<file path="config.mk">
export PLATFORM = sky130hd
export DESIGN_NAME = dual_phase_timer
export DESIGN_NICKNAME = d
export VERILOG_FILES = /design/src/rtl/dpt_pkg.sv /design/src/rtl/dpt_regs.sv /design/src/rtl/dpt_channel.sv /design/src/rtl/dual_phase_timer.sv
export SDC_FILE = /design/constraint.sdc
export NUM_CORES = 1
export LEC_CHECK = 0
export BUFFER_PORTS_ARGS = -buffer_cell sky130_fd_sc_hd__buf_4
export CORE_UTILIZATION = 28
export DETAILED_ROUTE_END_ITERATION = 16
export GPL_ROUTABILITY_DRIVEN = 1
export HOLD_SLACK_MARGIN = 0.15
export PLACE_DENSITY = 0.46
export SLEW_MARGIN = 20
export SYNTH_ARGS = -nofsm -noshare
export SYNTH_HDL_FRONTEND = slang
export SYNTH_SLANG_ARGS = --single-unit
export TNS_END_PERCENT = 10
</file>
<file path="constraint.sdc">
create_clock -name clk -period 10.8 [get_ports clk]
set_clock_uncertainty 0.05 [all_clocks]
set_input_delay 0 -clock clk [delete_from_list [all_inputs] [get_ports clk]]
set_output_delay 0 -clock clk [all_outputs]
set_load 0.01 [all_outputs]
</file>
<file path="src/rtl/dpt_pkg.sv">
package dpt_pkg;
  localparam int NUM_TMR  = 2;
  localparam int OFF_CTRL = 0;
  localparam int WD_LSB   = 8;

  typedef enum logic [1:0] {PH_IDLE, PH_TMO, PH_PLS} phase_e;

  // Timeout count offsets: timer 1 at 0x04, timer 0 at 0x08
  function automatic int tmo_off(input int ch);
    return (ch == 0) ? 8 : 4;
  endfunction

  // Pulse count offsets: timer 1 at 0x0C, timer 0 at 0x10
  function automatic int pls_off(input int ch);
    return (ch == 0) ? 16 : 12;
  endfunction
endpackage

</file>
<file path="src/rtl/dpt_regs.sv">
module dpt_regs
  import dpt_pkg::*;
#(
  parameter int CNT_W  = 32,
  parameter int ADDR_W = 5
) (
  input  logic                             clk,
  input  logic                             rst_n,
  input  logic [ADDR_W-1:0]                addr,
  input  logic                             we,
  input  logic [CNT_W-1:0]                 wdata,
  output logic [CNT_W-1:0]                 rdata,
  output logic [NUM_TMR-1:0]               en,
  output logic [NUM_TMR-1:0][CNT_W-1:0]    tmo,
  output logic [NUM_TMR-1:0][CNT_W-1:0]    pls
);
  logic [NUM_TMR-1:0]            ctrl_q, ctrl_d;
  logic [NUM_TMR-1:0][CNT_W-1:0] tmo_q, tmo_d, pls_q, pls_d;
  logic                          sel_ctrl;
  logic [NUM_TMR-1:0]            sel_tmo, sel_pls;

  assign sel_ctrl = (addr == ADDR_W'(OFF_CTRL));

  for (genvar i = 0; i < NUM_TMR; i++) begin : g_dec
    assign sel_tmo[i] = (addr == ADDR_W'(tmo_off(i)));
    assign sel_pls[i] = (addr == ADDR_W'(pls_off(i)));

    // count registers of a running timer are locked
    p_locked_tmo_r7: assert property (@(posedge clk) disable iff (!rst_n)
      (we && sel_tmo[i] && ctrl_q[i]) |=> $stable(tmo_q[i]));
    p_locked_pls_r7: assert property (@(posedge clk) disable iff (!rst_n)
      (we && sel_pls[i] && ctrl_q[i]) |=> $stable(pls_q[i]));
  end

  always_comb begin
    ctrl_d = ctrl_q;
    tmo_d  = tmo_q;
    pls_d  = pls_q;
    if (we) begin
      if (sel_ctrl) ctrl_d = wdata[NUM_TMR-1:0];
      for (int i = 0; i < NUM_TMR; i++) begin
        if (sel_tmo[i] && !ctrl_q[i]) tmo_d[i] = wdata;
        if (sel_pls[i] && !ctrl_q[i]) pls_d[i] = wdata;
      end
    end
  end

  always_ff @(posedge clk or negedge rst_n) begin
    if (!rst_n) begin
      ctrl_q <= '0;
      tmo_q  <= '0;
      pls_q  <= '0;
    end else begin
      ctrl_q <= ctrl_d;
      tmo_q  <= tmo_d;
      pls_q  <= pls_d;
    end
  end

  always_comb begin
    rdata = '0;
    if (sel_ctrl) rdata = CNT_W'(ctrl_q);
    for (int i = 0; i < NUM_TMR; i++) begin
      if (sel_tmo[i]) rdata = tmo_q[i];
      if (sel_pls[i]) rdata = pls_q[i];
    end
  end

  assign en  = ctrl_q;
  assign tmo = tmo_q;
  assign pls = pls_q;
endmodule

</file>
<file path="src/rtl/dpt_channel.sv">
module dpt_channel
  import dpt_pkg::*;
#(
  parameter int CNT_W   = 32,
  parameter bit WDOG_EN = 1'b0
) (
  input  logic             clk,
  input  logic             rst_n,
  input  logic             en,
  input  logic [CNT_W-1:0] tmo_val,
  input  logic [CNT_W-1:0] pls_val,
  output logic             wave,
  output logic             irq,
  output logic             wd_req
);
  phase_e           ph_q, ph_d;
  logic [CNT_W-1:0] cnt_q, cnt_d;
  logic             en_q, irq_q, irq_d, wd_q, wd_d;
  logic             wd_mode, start, last;
  logic [CNT_W-1:0] wd_raw, tmo_eff, pls_eff;

  function automatic logic [CNT_W-1:0] at_least_one(input logic [CNT_W-1:0] v);
    return (v == '0) ? CNT_W'(1) : v;
  endfunction

  if (WDOG_EN) begin : g_wd
    assign wd_mode = (tmo_val[WD_LSB-1:0] == 8'hFF);
    assign wd_raw  = {{WD_LSB{1'b0}}, tmo_val[CNT_W-1:WD_LSB]};
  end else begin : g_nowd
    assign wd_mode = 1'b0;
    assign wd_raw  = '0;
  end

  assign tmo_eff = at_least_one(wd_mode ? wd_raw : tmo_val);
  assign pls_eff = at_least_one(pls_val);
  assign start   = en && !en_q;
  assign last    = (cnt_q == CNT_W'(1));

  always_comb begin
    ph_d  = ph_q;
    cnt_d = cnt_q;
    irq_d = 1'b0;
    wd_d  = wd_q;
    if (!en) begin
      ph_d  = PH_IDLE;
      cnt_d = '0;
    end else if (start) begin
      ph_d  = PH_TMO;
      cnt_d = tmo_eff;
    end else begin
      unique case (ph_q)
        PH_TMO: begin
          if (!last) cnt_d = cnt_q - 1'b1;
          else if (wd_mode) wd_d = 1'b1;
          else begin
            ph_d  = PH_PLS;
            cnt_d = pls_eff;
          end
        end
        PH_PLS: begin
          if (!last) cnt_d = cnt_q - 1'b1;
          else begin
            ph_d  = PH_TMO;
            cnt_d = tmo_eff;
            irq_d = 1'b1;
          end
        end
        default: ph_d = PH_IDLE;
      endcase
    end
  end

  always_ff @(posedge clk or negedge rst_n) begin
    if (!rst_n) begin
      ph_q  <= PH_IDLE;
      cnt_q <= '0;
      en_q  <= 1'b0;
      irq_q <= 1'b0;
      wd_q  <= 1'b0;
    end else begin
      ph_q  <= ph_d;
      cnt_q <= cnt_d;
      en_q  <= en;
      irq_q <= irq_d;
      wd_q  <= wd_d;
    end
  end

  assign wave   = (ph_q == PH_PLS);
  assign irq    = irq_q;
  assign wd_req = wd_q;

  p_irq_single_r5: assert property (@(posedge clk) disable iff (!rst_n)
    irq |=> !irq);
  p_irq_at_fall_r5: assert property (@(posedge clk) disable iff (!rst_n)
    irq |-> $fell(wave));
  p_quiet_off_r3: assert property (@(posedge clk) disable iff (!rst_n)
    !en |=> (!wave && !irq));
  p_cnt_nonzero_r6: assert property (@(posedge clk) disable iff (!rst_n)
    (ph_q != PH_IDLE) |-> (cnt_q != '0));
  p_wd_sticky_r10: assert property (@(posedge clk) disable iff (!rst_n)
    wd_req |=> wd_req);
  p_wd_no_irq_r9: assert property (@(posedge clk) disable iff (!rst_n)
    wd_mode |-> (!irq && !wave));
endmodule

</file>
<file path="src/rtl/dual_phase_timer.sv">
module dual_phase_timer
  import dpt_pkg::*;
#(
  parameter int CNT_W  = 32,
  parameter int ADDR_W = 5
) (
  input  logic               clk,
  input  logic               rst_n,
  input  logic [ADDR_W-1:0]  bus_addr,
  input  logic               bus_we,
  input  logic [CNT_W-1:0]   bus_wdata,
  output logic [CNT_W-1:0]   bus_rdata,
  output logic [NUM_TMR-1:0] tmr_wave,
  output logic [NUM_TMR-1:0] tmr_irq,
  output logic               wdog_rst_req
);
  logic [1:0]                    rs_q;
  logic                          srst_n;
  logic [NUM_TMR-1:0]            en;
  logic [NUM_TMR-1:0][CNT_W-1:0] tmo, pls;
  logic [NUM_TMR-1:0]            wd_vec;

  // Reset asserts at once and leaves two edges after rst_n rises
  always_ff @(posedge clk or negedge rst_n) begin
    if (!rst_n) rs_q <= '0;
    else        rs_q <= {rs_q[0], 1'b1};
  end
  assign srst_n = rs_q[1];

  dpt_regs #(.CNT_W(CNT_W), .ADDR_W(ADDR_W)) u_regs (
    .clk   (clk),
    .rst_n (srst_n),
    .addr  (bus_addr),
    .we    (bus_we),
    .wdata (bus_wdata),
    .rdata (bus_rdata),
    .en    (en),
    .tmo   (tmo),
    .pls   (pls)
  );

  for (genvar i = 0; i < NUM_TMR; i++) begin : g_ch
    dpt_channel #(.CNT_W(CNT_W), .WDOG_EN(i == 0)) u_ch (
      .clk     (clk),
      .rst_n   (srst_n),
      .en      (en[i]),
      .tmo_val (tmo[i]),
      .pls_val (pls[i]),
      .wave    (tmr_wave[i]),
      .irq     (tmr_irq[i]),
      .wd_req  (wd_vec[i])
    );
  end

  assign wdog_rst_req = |wd_vec;

  p_rst_req_hold_r10: assert property (@(posedge clk) disable iff (!srst_n)
    wdog_rst_req |=> wdog_rst_req);
endmodule

</file>
* Word level (Yosys, flattened, before mapping)
Cells that the tools add are included.
Word-level totals: register bits after elaboration 205, latch bits 0, memory bits (writable) 0, ROM bits 0, bits of input ports 40, output and inout port bits 37, logic and storage cells 101, memories kept 0
Operators by class: add/sub/neg operators 2, $mul 0, div/mod/pow operators 0, magnitude comparators 0, equality and inequality tests 19, shifts and indexed selects 0, mux-type cells 40, bitwise operators 1, reduce and logical (&&, ||, !) cells 24
Operators by type and width (number):
- 2-to-1 mux 32 bit | 18
- logical NOT 32 bit | 4
- one-hot mux 32 bit (2 select lines) | 2
- equality test 32 x 1 -> 1 bit, second input constant | 2
- subtractor 32 x 1 -> 32 bit, second input constant | 2
- 2-to-1 mux 2 bit | 10
- AND reduction 2 bit | 7
- != test 4 bit, second input constant | 3
- equality test 5 x 4 -> 1 bit, second input constant | 2
- equality test 8 bit, second input constant | 1
- 2-to-1 mux 1 bit | 8
- != test 4 x 1 -> 1 bit, second input constant | 2
- != test 4 x 2 -> 1 bit, second input constant | 2
- one-hot mux 2 bit (2 select lines) | 2
- logical AND 1 bit | 6
- equality test 5 x 3 -> 1 bit, second input constant | 1
- equality test 5 bit, second input constant | 1
- logical NOT 5 bit | 1
- != test 5 bit, second input constant | 1
- AND reduction 5 bit | 1
- equality test 2 x 1 -> 1 bit, second input constant | 2
- equality test 2 bit, second input constant | 2
- logical NOT 1 bit | 4
- AND reduction 3 bit | 1
- inverter 1 bit | 1

* Logic depth before layout (Yosys ltp)
Gate-level depths: netlist (run 1).
depth in word-level cells 8, depth in mapped cells 10, depth with buffers taken out 8

* Hierarchy
Synthesis (run 1) repeated with hierarchy kept, for this count alone.
Unflattened totals: cells, all modules 1356, area total of the unflattened synthesis 12828.6 um^2
Modules (own cells, without submodules):
- dpt_regs | times used 1, cells an instance 482, area each 6174.7 um^2, sequential area each 3253.1 um^2
- dpt_channel at g_ch[0].u_ch | times used 1, cells an instance 472, area each 3568.4 um^2, sequential area each 925.9 um^2
- dpt_channel at g_ch[1].u_ch | times used 1, cells an instance 398, area each 3025.4 um^2, sequential area each 900.9 um^2
- dual_phase_timer | times used 1, cells an instance 4, area each 60.1 um^2, sequential area each 50.0 um^2

* Least setup slack after synthesis (run 1)
Ideal clock, no wire load.
path type reg-to-reg, start point register g_ch[0].u_ch.cnt_q[10], end point register g_ch[0].u_ch.cnt_q[0], library setup time 144 ps, data arrival time 2728 ps, required time 10606 ps, path slack 7877 ps, cell stages (with the launch flop) 9, buffers on the path 2, period minus slack after synthesis 2923 ps, cell sequence dfrtp_1 > or4_4 > or4b_1 > buf_2 > or4_1 > buf_2 > or3_1 > o2111ai_1 > a32oi_1
On the way: longest elaborated chain between the ends 5
RTL lines:
- from (decl) | line dpt_channel.sv:17 | logic [CNT_W-1:0] cnt_q, cnt_d;
- from (signal assigned) | line dpt_channel.sv:82 | cnt_q <= cnt_d;
- equality test 32 x 1 -> 1 bit * | line dpt_channel.sv:37 | assign last = (cnt_q == CNT_W'(1));
- 2-to-1 mux 32 bit, on equally long branches | line dpt_channel.sv:61, dpt_channel.sv:53
- one-hot mux 32 bit (2 select lines) | line dpt_channel.sv:51 | unique case (ph_q)
- 2-to-1 mux 32 bit | line dpt_channel.sv:47 | end else if (start) begin
- 2-to-1 mux 32 bit | line dpt_channel.sv:44 | if (!en) begin
Mark *: on every way between the ends. The rest lies on a longest branch, timed or not. A chain may end at the register's enable or synchronous reset.

* Worst setup path after layout (run 1)
start point register g_ch[0].u_ch.cnt_q[10], end point register g_ch[0].u_ch.cnt_q[11]
On the way: longest elaborated chain between the ends 5
RTL lines (line):
- subtractor 32 x 1 -> 32 bit / equality test 32 x 1 -> 1 bit (equally long branches) | dpt_channel.sv:53, dpt_channel.sv:61, dpt_channel.sv:37
- 2-to-1 mux 32 bit, on equally long branches | dpt_channel.sv:61, dpt_channel.sv:53
- one-hot mux 32 bit (2 select lines) | dpt_channel.sv:51
- 2-to-1 mux 32 bit | dpt_channel.sv:47
- 2-to-1 mux 32 bit | dpt_channel.sv:44
Parallel ways exist; a longest one is shown, timed or not.

==> impl_metrics.csv, run 1 <==
group,metric,value,unit
drt,drt-total-wl,46710,µm
cts,clock-root-buffer,"clkbuf_16",
cts,clk-insertion-delay-late,0.55,ns
power_and_ir_drop,p_total,2.898,mW
synthesis,synth.top_cell.area_share,0.4221,
floorplanning,coreArea,42420,µm²
drt,drc,0,
worst_setup_path,critPathCaptureType,"flip-flop",
timing,finalWorstSetupSlack,6.670,ns
global_route,grt_max_degree,171,
finish,n_antenna_cell,0,
drt,num_vias,11050,
place,hpwl,32490,µm
synthesis,synth_area,12150,µm²
timing,finalSetupViolations,0,
floorplanning,chipHeight,210.3,µm
floorplanning,dieArea,44240,µm²
timing,hold_viol,0,
finish,final_common_cell,"dfrtp_1",
finish,utilization,0.3406,
timing,worstMarginPinSlew,1.090,ns
synthesis,synth.distinct_cells,75,
timing,setup_tns,0,ns
drt,via_per_inst,5.618,
synthesis,synth_top_area_cell,"dfrtp_1",
cts,clockBufferDepth,3,
worst_hold_path,hold_path.class,"in2reg",
synthesis,async_flop_share,1.000,
cts,clock-sinks,205,
cts,cts-resized-gates,0,
cts,cts_buffers,25,
finish,synthToLayoutAreaGrowth,18.87,%
finish,fin_nets,1417,
timing,slew_viol_final,0,
run,max-cap-violations,0,
timing,finalCriticalPeriod,4.130,ns
floorplanning,start_util,0.2865,
worst_setup_path,critPathLaunchType,"flip-flop",
drt,drtIter0Drc,800,
synthesis,syn_avg_cell_area,9.320,µm²
global_route,grt_pass1_wl,72200,µm
power_and_ir_drop,leakage,6.046,nW
worst_setup_path,critical_path_peak_fanout,17,
worst_setup_path,arrival,4.52,ns
finish,drive_above_1_share,0.2115,
synthesis,ys_seq_area_frac,0.4221,
drt,antenna_left,0,
timing,fmax,242.2,MHz
cts,clk_pin_slew_worst_paths,0.06,ns
floorplanning,boundaryPins,77,
synthesis,synth_warnings,0,
worst_setup_path,path_class,"reg2reg",
place,portBuffers,76,
synthesis,synthFlopType,"dfrtp_1",
global_route,antenna_found_initial,0,
timing,rsz0062_at_grt,"no",
synthesis,synth_edf_count,0,
global_route,gr-total-overflow,0,
timing,finalCritPeriodShare,0.3824,
drt,avgRoutedWirePerCell,23.74,µm
cts,htreeDepth,1,
global_route,grtUsageTotal,0.2134,
place,gp_congestion,0.8956,
timing,timing.slew.headroom,0.2736,
synthesis,syn_nets,1348,
status,status,"finished clean",
synthesis,ys_ff_latch,205,
synthesis,synthCells,1304,
place,pre_cts_slack,6.736,ns
power_and_ir_drop,peakVddDrop,0.00008890,V
cts,cts_tree,"done",
power_and_ir_drop,power_per_cell_area,200.6,nW/µm²
cts,post_cts_buffers,0,
timing,hold_ws,0.2168,ns
floorplanning,die_w,210.3,µm
drt,drt_pass1_iterations,7,
global_route,grt_pass1_vias,10860,
cts,hold_buffers,36,
finish,layout_common_cells,"dfrtp_1, nand2_1, mux2_2",
synthesis,synth_area_leaders,"dfrtp_1, mux2_2, nand2_1",
floorplanning,rows,75,
worst_setup_path,required,11.19,ns
[area by class of cell]
type	count	area [µm²]
Timing Repair Buffer	142	1176
Clock buffer	33	675.6
Sequential cell	205	5134
Tap cell	577	721.9
Fill cell	4413	27970
Clock inverter	11	91.34
Multi-Input combinational cell	983	6588
Inverter	16	60.06
[kinds of logic (layout without fill, tap and decap cells)]
group | count (synthesis) | after routing | synth area share
compound gates | 329 | 329 | 0.1783
xor+xnor | 34 | 34 | 0.02450
fa+ha+maj | 4 | 4 | 0.004118
buf+inv | 116 | 202 | 0.03820
flops | 205 | 205 | 0.4221
mux | 158 | 158 | 0.1436
other cells | 1 | 1 | 0.0003086
simple gates | 457 | 457 | 0.1888
[synth_stat cells, types with 5 or more instances]
master / count
a211oi_1: 7
a21oi_1: 59
a221oi_1: 23
a22oi_1: 6
a31oi_1: 35
a32o_1: 12
and2_1: 7
and3_1: 5
buf_1: 9
buf_2: 11
clkbuf_1: 76
dfrtp_1: 205
inv_1: 16
mux2_2: 131
mux2i_1: 27
nand2_1: 150
nand2b_1: 6
nand3_1: 37
nand4_1: 19
nand4b_1: 6
nor2_1: 70
nor2b_1: 6
nor3_1: 45
nor4_1: 52
o2111ai_1: 5
o211ai_1: 11
o21a_1: 9
o21ai_0: 96
o221ai_1: 6
o31ai_1: 6
o41ai_1: 6
or2_2: 5
or3_1: 14
or4_1: 12
xnor2_1: 20
xor2_1: 14
[through the flow]
step | cell area (µm²) | cells
finish | 14450 | 1967
global route | 14450 | 1967
CTS | 14420 | 1966
detailed placement | 13300 | 1886
global placement | 13300 | 1886
floorplan | 12150 | 1304
[per-layer routing]
layer	up-vias	global-route usage	wire length, µm
met3	62	0.02652	2480
li1	5041	-	-
met4	0	0.05487	935
met5	-	0	0
met2	358	0.3532	22240
met1	5589	0.2939	21050
[worst paths after layout]
| kind | from | to | slack (ns) | cells past startpoint |
|---|---|---|---|---|
| setup / recovery | g_ch[0].u_ch.cnt_q[10] | g_ch[0].u_ch.cnt_q[11] | 6.67 | 6 |
| hold / removal | bus_wdata[5] | u_regs.pls[5] | 0.22 | 3 |
| setup reg to reg | g_ch[0].u_ch.cnt_q[10] | g_ch[0].u_ch.cnt_q[11] | 6.67 | 6 |
| hold reg to reg | rs_q[1] | u_regs.tmo[3] | 0.25 | 0 |
| max in group asynchronous | rs_q[1] | g_ch[0].u_ch.cnt_q[28] | 9.02 | 1 |
| min in group asynchronous | rst_n | rs_q[1] | 0.25 | 3 |
[worst max-delay path, cell delays in order, from the launching register on]
cell	delay [ns]
dfrtp_1	0.42
or4_4	0.58
nor4b_2	0.53
nand4_1	0.82
o21ai_1	1.10
nand3_1	0.19
a32o_1	0.32
[state kept, by name (all words and copies together), names as in the netlist]
register and flops:
g_ch.u_ch.wd_req 1, rs_q 2, u_regs.tmo 64, u_regs.pls 64, g_ch.u_ch.en_q 2, g_ch.u_ch.cnt_q 64
u_regs.en 2, g_ch.u_ch.irq 2, g_ch.u_ch.ph_q 4
[report_power, final]
group	switching (mW)	internal, mW
clock network	0.355	0.463
registers	0.241	0.913
logic	0.538	0.389
total	1.13	1.76
Power figures use the tool's default switching activity.
==> run 2, diff against run 1 <==
Clock period 10.8 ns to 4.18 ns, I/O delays scaled along.
==> impl_metrics.csv, run 2 (synthesized netlist as in run 1, its figures left out) <==
group,metric,value,unit
status,status,"finished clean",
cts,clockBufferDepth,3,
timing,fmax,286.0,MHz
finish,fin_nets,1437,
power_and_ir_drop,peakVddDrop,0.0002004,V
worst_setup_path,path_class,"reg2reg",
timing,hold_viol,0,
drt,drt_pass1_iterations,5,
drt,avgRoutedWirePerCell,23.42,µm
global_route,antenna_found_initial,0,
cts,cts_tree,"done",
floorplanning,dieArea,44240,µm²
finish,utilization,0.3480,
place,portBuffers,76,
cts,clock-root-buffer,"clkbuf_16",
place,placed_cells,1906,
power_and_ir_drop,p_total,7.956,mW
drt,num_vias,11090,
floorplanning,boundaryPins,77,
finish,n_antenna_cell,0,
timing,timing.slew.headroom,0.4039,
global_route,grt_pass1_vias,11120,
finish,final_common_cell,"dfrtp_1",
timing,finalCritPeriodShare,0.8364,
cts,htreeDepth,1,
timing,slew_viol_final,0,
place,pre_cts_slack,0.7246,ns
cts,cts_buffers,26,
worst_setup_path,critPathLaunchType,"flip-flop",
timing,worstMarginPinSlew,0.8941,ns
drt,drc,0,
global_route,gr-total-overflow,0,
global_route,grt_max_degree,79,
floorplanning,coreArea,42420,µm²
timing,finalSetupViolations,0,
worst_setup_path,cp_cell_sequence,"or4_1 -> or4b_1 -> buf_4 -> or3_1 -> nor3_1 -> a21oi_1 -> o21ai_0",
cts,clk-insertion-delay-late,0.55,ns
worst_setup_path,crit_slowest_cell,"or3_1",
worst_setup_path,critPathCaptureType,"flip-flop",
global_route,grtUsageTotal,0.2110,
run,max-cap-violations,0,
floorplanning,start_util,0.2865,
worst_setup_path,required,4.58,ns
worst_setup_path,critical_path_peak_fanout,24,
cts,clock-sinks,205,
timing,finalWorstSetupSlack,0.6841,ns
drt,via_per_inst,5.583,
drt,drtIter0Drc,822,
finish,synthToLayoutAreaGrowth,21.45,%
worst_setup_path,arrival,3.90,ns
place,gp_congestion,0.8799,
worst_setup_path,cp_slowest_stage_delay,0.73,ns
place,hpwl,33680,µm
cts,clk_pin_slew_worst_paths,0.06,ns
floorplanning,rows,75,
finish,fillers,4447,
drt,antenna_left,0,
cts,cts-resized-gates,0,
power_and_ir_drop,leakage,6.230,nW
finish,drive_above_1_share,0.2229,
finish,layout_common_cells,"dfrtp_1, nand2_1, mux2_2",
power_and_ir_drop,power_per_cell_area,539.0,nW/µm²
timing,rsz0062_at_grt,"no",
drt,drt-total-wl,46510,µm
floorplanning,die_w,210.3,µm
worst_hold_path,hold_path.class,"in2reg",
timing,hold_ws,0.2332,ns
floorplanning,chipHeight,210.3,µm
timing,setup_tns,0,ns
place,place_area,13460,µm²
global_route,grt_pass1_wl,71460,µm
timing,finalCriticalPeriod,3.496,ns
finish,instances_no_fill,1986,
finish,fin_area,14760,µm²
[run 2: cell types whose count changed in the layout (fill, tap and decap cells not counted), sizes merged]
cell	delta
buf	+19
bufinv	+5
clkinvlp	-3
clkinv	-2
clkbuf	+1
inv	-1
[run 2: worst paths after layout]
path / startpoint / to / slack (ns) / depth (start not counted)
max: g_ch[1].u_ch.cnt_q[20] / g_ch[1].u_ch.cnt_q[9] / 0.68 / 7
min: bus_wdata[30] / u_regs.tmo[30] / 0.23 / 3
max reg2reg: g_ch[1].u_ch.cnt_q[20] / g_ch[1].u_ch.cnt_q[9] / 0.68 / 7
min reg2reg: rs_q[1] / g_ch[0].u_ch.cnt_q[13] / 0.28 / 0
max in group asynchronous: rs_q[1] / u_regs.tmo[58] / 2.80 / 1
min in group asynchronous: rst_n / rs_q[1] / 0.27 / 3
[run 2: repair_timing]
item | 4_1_cts | 5_1_grt
hold buffers | 36 | 0
setup buffers | 0 | 0
endpoints found under the hold margin | 132 | 0
[run 2: final cells by class]
class                      count  area (µm²)  share of cell area
sequential                   205        5134              0.3478
clock buffer                  34       742.0             0.05027
multi-input combinational    983        6578              0.4457
timing repair buffer         161        1324             0.08969
clock inverter                10       200.2             0.01356
tap                          577       721.9             0.04891
inverter                      16       60.06            0.004069
[run 2: routing by layer]
metal  up-vias  share of wire  track usage
met3        91          0.056      0.02861
met4         0          0.031      0.06997
met2       350           0.47       0.3517
met1      5552           0.44       0.2809
met5         -              0            0
li1       5095              -            -
[run 2: worst max-delay path, delay by kind of cell (launching register included)]
kind | cells | cell delay [ns]
and+or+nand+nor | 4 | 2.45
DFF | 1 | 0.41
AOI/OAI and AO/OA | 2 | 0.29
buffers and inverters | 1 | 0.19
[run 2: where the power goes]
group | switching (mW) | internal, mW
clock | 0.907 | 1.60
combinational | 1.40 | 1.05
sequential | 0.632 | 2.36
total | 2.94 | 5.02
==> run 3, diff against run 2 <==
Settings changed: PLACE_DENSITY 0.46 to 0.47.
Clock period 4.18 ns to 3.1 ns, I/O delays scaled along.
==> impl_metrics.csv, run 3 (synthesized netlist as in run 1, its figures left out) <==
group,metric,value,unit
power_and_ir_drop,power_per_cell_area,712.4,nW/µm²
worst_setup_path,r2r_slack,0.08,ns
worst_setup_path,crit_buf_inv,0,
worst_setup_path,crit_family,"simple AND/OR/NAND/NOR gates",
finish,n_antenna_cell,0,
finish,layout_common_cells,"dfrtp_1, buf_4, nand2_1",
cts,htreeDepth,1,
worst_hold_path,hold_path_end,"u_regs.pls[62]",
worst_hold_path,min_from,"bus_wdata[30]",
worst_setup_path,cp_cell_sequence,"or4_4 -> or4b_1 -> nor4_1 -> o21ai_1 -> and2_1 -> a32o_1",
global_route,grt_max_degree,61,
finish,synthToLayoutAreaGrowth,23.95,%
floorplanning,start_util,0.2865,
floorplanning,dieArea,44240,µm²
global_route,grt_pass1_wl,71580,µm
finish,instances_no_fill,2031,
timing,fmax,331.3,MHz
worst_setup_path,critical_path_peak_fanout,13,
timing,rsz0062_at_grt,"no",
place,placed_cells,1947,
floorplanning,rows,75,
cts,clock-root-buffer,"clkbuf_16",
worst_setup_path,path_class,"reg2reg",
run,max-cap-violations,0,
drt,avgRoutedWirePerCell,23.21,µm
global_route,gr-total-overflow,0,
global_route,grt_pass1_vias,11110,
cts,clockBufferDepth,3,
floorplanning,coreArea,42420,µm²
worst_setup_path,arrival,3.40,ns
worst_setup_path,reg2reg_from,"g_ch[0].u_ch.cnt_q[10]",
finish,fin_nets,1480,
drt,antenna_left,0,
floorplanning,chipHeight,210.3,µm
place,portBuffers,76,
place,hpwl,34140,µm
cts,clk_pin_slew_worst_paths,0.06,ns
drt,drc,0,
timing,timing.slew.headroom,0.3732,
finish,drive_above_1_share,0.2455,
timing,slew_viol_final,0,
place,pre_cts_slack,0.06989,ns
timing,finalCriticalPeriod,3.019,ns
drt,drt-total-wl,47140,µm
worst_hold_path,min_path_cells,3,
finish,fin_area,15060,µm²
cts,cts_buffers,26,
power_and_ir_drop,peakVddDrop,0.0003138,V
timing,finalCritPeriodShare,0.9738,
floorplanning,die_w,210.3,µm
drt,drt_pass1_iterations,5,
drt,via_per_inst,5.542,
worst_setup_path,critPathCaptureType,"flip-flop",
drt,drtIter0Drc,809,
place,place_area,13780,µm²
worst_setup_path,cp_slowest_stage_delay,0.60,ns
timing,finalWorstSetupSlack,0.08135,ns
worst_setup_path,r2r_cells,6,
timing,setup_tns,0,ns
global_route,grtUsageTotal,0.2125,
drt,num_vias,11260,
status,status,"finished clean",
timing,finalSetupViolations,0,
finish,final_common_cell,"dfrtp_1",
global_route,antenna_found_initial,0,
worst_setup_path,crit_slowest_cell,"or4b_1",
worst_hold_path,hold_path.class,"in2reg",
place,gp_congestion,0.9142,
worst_setup_path,critPathLaunchType,"flip-flop",
power_and_ir_drop,leakage,6.426,nW
cts,clk-insertion-delay-late,0.55,ns
cts,cts_tree,"done",
timing,worstMarginPinSlew,0.9401,ns
worst_setup_path,required,3.48,ns
floorplanning,boundaryPins,77,
worst_setup_path,r2r-end,"g_ch[0].u_ch.cnt_q[8]",
timing,hold_viol,0,
cts,clock-sinks,205,
[run 3: changes by cell type in the layout (fill, tap and decap cells not counted), moves of 2 or more]
cell / previous run / this run
buf_4: 123 / 163
dlygate4sd3_1: 36 / 38
o21ai_1: 2 / 5
clkinv_4: 0 / 2
clkinv_2: 4 / 2
clkbuf_8: 4 / 9
o21ai_0: 96 / 93
bufinv_16: 6 / 2
[run 3: where the power goes]
group | total, mW | switching (mW) | internal (mW) | leakage (nW)
Sequential | 4.01 | 0.828 | 3.18 | 2.67
Combinational | 3.52 | 1.96 | 1.56 | 3.31
Clock | 3.20 | 1.24 | 1.96 | 0.446
[run 3: layer usage]
layer / track usage / vias to the layer above / routed length [µm]
li1: - / 5179 / -
met1: 0.2851 / 5643 / 20720
met2: 0.3520 / 347 / 22630
met3: 0.02801 / 87 / 2366
met4: 0.07123 / 0 / 1420
met5: 0 / - / 0
[run 3: repair_timing]
action / CTS / global route
endpoints found under the setup margin: 0 / 4
hold buffers: 38 / 0
endpoints found under the hold margin: 132 / 0
gates resized for setup: 0 / 4
setup buffers: 0 / 0
[run 3: worst max path at each step]
| stage | end | cells past startpoint | slack (ns) | start |
|---|---|---|---|---|
| after global routing | g_ch[0].u_ch.cnt_q[6] | 7 | 0.005 | g_ch[0].u_ch.cnt_q[10] |
| after floorplan | g_ch[0].u_ch.cnt_q[0] | 8 | 0.18 | g_ch[0].u_ch.cnt_q[10] |
| after global placement | g_ch[0].u_ch.cnt_q[0] | 6 | 0.14 | g_ch[0].u_ch.cnt_q[10] |
| final | g_ch[0].u_ch.cnt_q[8] | 6 | 0.08 | g_ch[0].u_ch.cnt_q[10] |
| after detailed placement | g_ch[0].u_ch.cnt_q[0] | 6 | 0.07 | g_ch[0].u_ch.cnt_q[10] |
| after CTS | g_ch[0].u_ch.cnt_q[0] | 6 | 0.06 | g_ch[0].u_ch.cnt_q[10] |
[run 3: final cells by class]
| type | instances | area [µm²] |
|---|---|---|
| Clock buffer | 40 | 814.5 |
| Clock inverter | 6 | 87.58 |
| Fill cell | 4391 | 27350 |
| Inverter | 16 | 60.06 |
| Multi-Input combinational cell | 983 | 6581 |
| Sequential cell | 205 | 5134 |
| Tap cell | 577 | 721.9 |
| Timing Repair Buffer | 204 | 1664 |
[run 3: stage by stage]
step / utilization / power (mW) / hold slack (ns)
after CTS: 0.3550 / 10.77 / 0.1890
final: 0.3551 / 10.73 / 0.2210
after detailed placement: 0.3248 / 7.458 / -0.2660
after floorplan: - / 5.975 / -0.3456
after global routing: 0.3551 / 11.30 / 0.2233
after global placement: 0.3248 / 7.445 / -0.2664
[run 3: worst min-delay path, cell delays in order]
cell,delay [ns]
dlygate4sd3_1,0.53
buf_4,0.12
mux2_2,0.13
